File: src/rtl/ldq_pkg.sv
package ldq_pkg;

  // Which cache level supplied a returned beat
  typedef enum logic {
    SRC_NEAR = 1'b0,
    SRC_FAR  = 1'b1
  } ldq_src_e;

endpackage

File: src/rtl/ldq_credit.sv
// In-flight transaction credit counter
module ldq_credit #(
  parameter int CREDITS = 8,
  localparam int CNT_W = $clog2(CREDITS + 1)
) (
  input  logic             clk,
  input  logic             rst,
  input  logic             take,
  input  logic             give,
  output logic             has_credit,
  output logic [CNT_W-1:0] cnt
);

  always_ff @(posedge clk) begin
    if (rst) begin
      cnt <= '0;
    end else begin
      case ({take, give})
        2'b10:   cnt <= cnt + CNT_W'(1);
        2'b01:   cnt <= cnt - CNT_W'(1);
        default: cnt <= cnt;
      endcase
    end
  end

  assign has_credit = (cnt < CNT_W'(CREDITS));

endmodule

File: src/rtl/ldq_slot_ctl.sv
// Per-slot reserve / fill / stale tracking with ring pointers
module ldq_slot_ctl #(
  parameter int DEPTH = 12,
  localparam int TAG_W = $clog2(DEPTH)
) (
  input  logic             clk,
  input  logic             rst,
  input  logic             flush,
  input  logic             alloc_fire,
  input  logic             pop_fire,
  input  logic             ret_valid,
  input  logic [TAG_W-1:0] ret_tag,
  output logic [TAG_W-1:0] wr_ptr,
  output logic [TAG_W-1:0] rd_ptr,
  output logic             wr_busy,
  output logic             head_filled,
  output logic             ret_live,
  output logic             ret_credit
);

  localparam logic [TAG_W-1:0] LAST = TAG_W'(DEPTH - 1);

  logic [DEPTH-1:0] busy_v;
  logic [DEPTH-1:0] fill_v;
  logic [DEPTH-1:0] live_v;
  logic [DEPTH-1:0] cred_v;

  generate
    for (genvar i = 0; i < DEPTH; i++) begin : g_slot
      logic res_q, fill_q, stale_q;
      logic is_wr, is_rd, hit, pend;

      assign is_wr = (wr_ptr == TAG_W'(i));
      assign is_rd = (rd_ptr == TAG_W'(i));
      assign hit   = ret_valid && (ret_tag == TAG_W'(i));
      assign pend  = res_q && !fill_q;

      always_ff @(posedge clk) begin
        if (rst) begin
          res_q   <= 1'b0;
          fill_q  <= 1'b0;
          stale_q <= 1'b0;
        end else if (flush) begin
          res_q   <= 1'b0;
          fill_q  <= 1'b0;
          stale_q <= (stale_q || pend) && !hit;
        end else begin
          if (alloc_fire && is_wr) begin
            res_q  <= 1'b1;
            fill_q <= 1'b0;
          end
          if (hit && pend) fill_q <= 1'b1;
          if (pop_fire && is_rd) begin
            res_q  <= 1'b0;
            fill_q <= 1'b0;
          end
          if (hit && stale_q) stale_q <= 1'b0;
        end
      end

      assign busy_v[i] = res_q || stale_q;
      assign fill_v[i] = fill_q;
      assign live_v[i] = hit && pend && !flush;
      assign cred_v[i] = hit && (pend || stale_q);
    end
  endgenerate

  always_ff @(posedge clk) begin
    if (rst) begin
      wr_ptr <= '0;
      rd_ptr <= '0;
    end else begin
      if (alloc_fire)
        wr_ptr <= (wr_ptr == LAST) ? '0 : wr_ptr + TAG_W'(1);
      if (flush)
        rd_ptr <= wr_ptr;
      else if (pop_fire)
        rd_ptr <= (rd_ptr == LAST) ? '0 : rd_ptr + TAG_W'(1);
    end
  end

  assign wr_busy     = busy_v[wr_ptr];
  assign head_filled = fill_v[rd_ptr];
  assign ret_live    = |live_v;
  assign ret_credit  = |cred_v;

endmodule

File: src/rtl/ldq_store.sv
// Entry storage: one write port, one registered read port
module ldq_store #(
  parameter int DEPTH = 12,
  parameter int WORD_W = 129,
  localparam int TAG_W = $clog2(DEPTH)
) (
  input  logic              clk,
  input  logic              we,
  input  logic [TAG_W-1:0]  waddr,
  input  logic [WORD_W-1:0] wdata,
  input  logic              re,
  input  logic [TAG_W-1:0]  raddr,
  output logic [WORD_W-1:0] rdata
);

  logic [WORD_W-1:0] mem [DEPTH];

  always_ff @(posedge clk) begin
    if (we) mem[waddr] <= wdata;
    if (re) rdata <= mem[raddr];
  end

endmodule

File: src/rtl/ldq_stream.sv
// Streaming load return queue (top)
module ldq_stream
  import ldq_pkg::*;
#(
  parameter int DEPTH = 12,
  parameter int CREDITS = 8,
  parameter int DATA_W = 128,
  localparam int TAG_W = $clog2(DEPTH),
  localparam int CNT_W = $clog2(CREDITS + 1)
) (
  input  logic              clk,
  input  logic              rst,
  input  logic              flush,
  input  logic              req_valid,
  output logic              req_ready,
  output logic [TAG_W-1:0]  req_tag,
  input  logic              ret_valid,
  input  logic [TAG_W-1:0]  ret_tag,
  input  logic              ret_src,
  input  logic [DATA_W-1:0] ret_data,
  input  logic              cons_req,
  output logic              stall,
  output logic              out_valid,
  output logic              out_src,
  output logic [DATA_W-1:0] out_data
);

  localparam int WORD_W = DATA_W + 1;

  logic             has_credit;
  logic [CNT_W-1:0] inflight;
  logic [TAG_W-1:0] wr_ptr, rd_ptr;
  logic             wr_busy, head_filled;
  logic             ret_live, ret_credit;
  logic             alloc_fire, pop_fire;
  ldq_src_e         wr_src;
  logic [WORD_W-1:0] rd_word;

  assign req_ready  = !flush && has_credit && !wr_busy;
  assign alloc_fire = req_valid && req_ready;
  assign req_tag    = wr_ptr;
  assign stall      = cons_req && !head_filled;
  assign pop_fire   = cons_req && head_filled && !flush;
  assign wr_src     = ldq_src_e'(ret_src);

  ldq_credit #(.CREDITS(CREDITS)) u_credit (
    .clk        (clk),
    .rst        (rst),
    .take       (alloc_fire),
    .give       (ret_credit),
    .has_credit (has_credit),
    .cnt        (inflight)
  );

  ldq_slot_ctl #(.DEPTH(DEPTH)) u_slots (
    .clk         (clk),
    .rst         (rst),
    .flush       (flush),
    .alloc_fire  (alloc_fire),
    .pop_fire    (pop_fire),
    .ret_valid   (ret_valid),
    .ret_tag     (ret_tag),
    .wr_ptr      (wr_ptr),
    .rd_ptr      (rd_ptr),
    .wr_busy     (wr_busy),
    .head_filled (head_filled),
    .ret_live    (ret_live),
    .ret_credit  (ret_credit)
  );

  ldq_store #(.DEPTH(DEPTH), .WORD_W(WORD_W)) u_store (
    .clk   (clk),
    .we    (ret_live),
    .waddr (ret_tag),
    .wdata ({wr_src, ret_data}),
    .re    (pop_fire),
    .raddr (rd_ptr),
    .rdata (rd_word)
  );

  always_ff @(posedge clk) begin
    if (rst) out_valid <= 1'b0;
    else     out_valid <= pop_fire;
  end

  assign out_src  = rd_word[WORD_W-1];
  assign out_data = rd_word[DATA_W-1:0];

endmodule

File: config.mk
export PLATFORM = sky130hd
export DESIGN_NAME = ldq_stream
export DESIGN_NICKNAME = d
export VERILOG_FILES = /design/src/rtl/ldq_pkg.sv /design/src/rtl/ldq_credit.sv /design/src/rtl/ldq_slot_ctl.sv /design/src/rtl/ldq_store.sv /design/src/rtl/ldq_stream.sv
export SDC_FILE = /design/constraint.sdc
export NUM_CORES = 2
export LEC_CHECK = 0
export ABC_AREA = 1
export BUFFER_PORTS_ARGS = -buffer_cell sky130_fd_sc_hd__buf_2
export CORE_MARGIN = 5
export CORE_UTILIZATION = 40
export CTS_CLUSTER_SIZE = 25
export DETAILED_ROUTE_END_ITERATION = 12
export GPL_TIMING_DRIVEN = 1
export SYNTH_ARGS = -nofsm -noshare
export SYNTH_HDL_FRONTEND = slang
export SYNTH_SLANG_ARGS = --single-unit
File: constraint.sdc
create_clock -name clk -period 19.1 [get_ports clk]
set_input_delay 5.73 -clock clk [delete_from_list [all_inputs] [get_ports clk]]
set_output_delay 5.73 -clock clk [all_outputs]
set_load 0.02 [all_outputs]
==> results.py <==
metrics = {
    "run_status": {
        "status": "finished, final reports clean",
    },
    "run": {
        "timing.max_cap.violations": 0,
    },
    "clock_network": {
        "cts_inserted_buffers": 173,
        "master_cell_of_the_clock_root_buffer": "sky130_fd_sc_hd__clkbuf_16",
        "post_cts_buffers": 0,
        "clk-insertion-delay-late_ns": 0.82,
        "cts-resized-gates": 0,
        "worst_setup_hold_path_clk_slew_ns": 0.06,
        "tritoncts": "built",
        "hold_buffers": 0,
        "cts_max_path_buffers": 3,
        "clock_sinks": 1726,
        "cts.htree.levels": 4,
    },
    "worst_setup_path": {
        "rr_startpoint": "u_slots.rd_ptr[0]",
        "cpMaxStageDelayCell": "sky130_fd_sc_hd__nor2_4",
        "path_max_fanout": 18,
        "worst_setup_sp_type": "input port",
        "arrival_ns": 7.10,
        "cp_slowest_stage_delay_ns": 0.41,
        "critical_path.endpoint_type": "primary output",
        "worstReg2RegEnd": "u_store.rdata[62]",
        "setup.reg_to_reg.worst_slack_ns": 12.92,
        "timing.setup.critical_path_class": "input port to primary output",
        "rr_worst_depth": 9,
        "cp_common_cell": "sky130_fd_sc_hd__buf_2",
        "worstPathCellList": "buf_2, nor2_1, nand2_1, nor2_4, buf_2",
        "required_ns": 13.37,
    },
    "pwr": {
        "sequentialPowerShare_pct": 53.6,
        "logic_pwr_share_pct": 4.2,
        "leakagePower_uw": 0.0245,
        "power_frac_clock_pct": 42.2,
        "power.net_switching_uw": 1670,
        "irDropWorstVdd_v": 0.0000657,
        "p_sw_share_pct": 21.5,
        "power_density_nw_per_um2": 104,
        "p_int_uw": 6100,
    },
    "min_path": {
        "timing.hold.worst.class": "register to register",
        "hold-path-cell-count": 2,
        "min-delay-start": "u_slots.g_slot[6].res_q",
        "min_delay_worst_endpoint": "u_slots.g_slot[6].res_q",
    },
    "drt": {
        "detailedRoute.firstIterationViolations": 3798,
        "antenna_violating_nets_left": 0,
        "first_pass_iters": 6,
        "via_count": 40100,
        "drcViolationCount": 0,
        "drt-total-wl_microns": 166000,
        "route.detailed.wl_per_inst_microns": 22.3,
        "via_count_normalized_by_instance_count": 5.40,
    },
    "global_route": {
        "gr-usage-met2_pct": 31.1,
        "grt_overflow_total": 0,
        "gr-usage-met3_pct": 3.58,
        "largest_net_degree_at_the_start_of_global_routing": 207,
        "grt_util_met1_pct": 25.3,
        "grt_pass1_wl_microns": 247000,
        "first_global_vias": 38300,
        "antenna_found_initial": 53,
        "global_route.peak_usage_layer": "met2",
        "gr-usage-all-layers_pct": 18.6,
    },
    "die": {
        "floorplan.die_area_sq_um": 173000,
        "io_pins": 275,
        "die_x_microns": 416,
        "starting_density_of_the_core_pct": 40.1,
        "fp-row-count": 149,
        "floorplan.die.height_microns": 416,
        "core_area_sq_um": 164000,
    },
    "sta": {
        "rsz0062_at_grt": "false",
        "report.final.slew_viol_count": 0,
        "layout_min_cycle_time_ns": 12.83,
        "period_share_pct": 67.2,
        "report.final.hold_viol_count": 0,
        "timing.slew.headroom_pct": 16.6,
        "setup_tns_ns": 0,
        "worst_pin_slew_ns": 1.25,
        "timing.fmax_mhz": 77.9,
        "worst_clock_skew_ns": 0.0398,
        "setup-violations-final": 0,
    },
    "logic_synthesis": {
        "synth_sequential_area_ratio_pct": 77.8,
        "synth.net_count": 5057,
        "avgSynthCellArea_sq_um": 13.4,
        "synthesis.area_sq_um": 66000,
        "postSynthRegisterBits": 1726,
        "yosys_warnings": 0,
        "yosys.cell_types.count": 35,
        "synth_cells": 4907,
    },
    "layout": {
        "layout.nets": 5248,
        "area.growth.synth_to_final_pct": 13.5,
        "mostFrequentLayoutCells": "sky130_fd_sc_hd__edfxtp_1 (1677), sky130_fd_sc_hd__nor2_1 (847), sky130_fd_sc_hd__o21ai_0 (783)",
        "layout-drive-gt1-share_pct": 11.4,
        "final_common_cell": "sky130_fd_sc_hd__edfxtp_1",
        "fin_util_pct": 45.5,
    },
    "placement": {
        "gpl.final_weighted_congestion": 0.832,
        "hpwl_microns": 82100,
        "portBuffers": 274,
    },
}
-- worst max-delay path by stage --
stage	from	to	cells past startpoint
after global placement	flush	req_ready	5
final	flush	req_ready	5
after detailed placement	flush	req_ready	5
after floorplan	flush	u_store.mem[9][0]	3
after CTS	flush	req_ready	5
after global routing	flush	req_ready	5
-- state kept, by name, summed over array words and instances (netlist names) --
register	count
out_valid	1
u_slots.g_slot.stale_q	12
u_slots.rd_ptr	4
u_slots.g_slot.fill_q	12
u_slots.g_slot.res_q	12
u_store.rdata	129
u_slots.wr_ptr	4
u_credit.cnt	4
u_store.mem	1548
-- through the flow --
stage	setup slack (ns)	cell area, sq um	std cells	hold slack (ns)	power [uW]
final	6.27	74900	7438	0.459	7770
after global routing	6.20	74900	7429	0.492	8040
after CTS	6.27	74800	7421	0.465	7840
after detailed placement	6.28	69400	7112	0.456	4580
after global placement	6.26	69400	7112	0.450	4570
after floorplan	3.44	66000	4907	0.435	4450
-- cell type report --
| class | count | area (sq um) |
|---|---|---|
| fill | 14500 | 89500 |
| timing repair buffer | 333 | 1880 |
| sequential | 1726 | 51400 |
| clock inverter | 102 | 1010 |
| inverter | 79 | 319 |
| clock buffer | 207 | 4460 |
| antenna | 17 | 42.5 |
| multi-input combinational | 2785 | 13100 |
| tap | 2189 | 2740 |
-- synth_stat cells, drive strengths merged --
master	count	area share [%]
o2111ai	1	0.013
o211ai	2	0.023
xnor2	1	0.013
nand3	175	1.4
o221ai	1	0.013
ha	11	0.21
nand4	15	0.14
nand2	462	2.6
o22ai	390	3.7
inv	78	0.44
nor3	8	0.061
edfxtp	1677	76
a31oi	1	0.0095
clkbuf	205	1.2
a21oi	45	0.34
clkinv	1	0.0057
or2	2	0.019
dfxtp	49	1.5
o211a	2	0.030
a221oi	1	0.013
o21ai	796	6.0
nor4	2	0.019
buf	112	0.88
a211oi	2	0.023
and3	5	0.047
nor2	859	4.9
xor2	4	0.053
-- layer usage --
metal | wire length, microns | vias up
li1 | - | 18500
met1 | 71400 | 20200
met2 | 81300 | 1136
met3 | 9430 | 251
met4 | 3610 | 14
met5 | 100 | -
-- worst max-delay path: cells and delay by family --
family | cells | cell delay [ns]
simple gates | 3 | 0.77
buf+inv | 2 | 0.60
-- logic make-up (layout without fill, tap and decap cells) --
family	Yosys count	after routing	synth area share (%)
DFF	1726	1726	77.8
and+or+nand+nor	1528	1528	9.20
AOI/OAI and AO/OA	1241	1241	10.2
buffers and inverters	396	721	2.49
adders and majority gates	11	11	0.209
xor gates and xnor gates	5	5	0.0664
other	0	17	0
-- power groups by stage --
stage	Sequential [uW]	Combinational, uW	Clock, uW
after floorplan	4250	199	0
after global placement	4250	322	0
after detailed placement	4250	329	0
after CTS	4170	329	3340
after global routing	4170	366	3510
final	4170	327	3280
(Power assumes the default switching activity.)
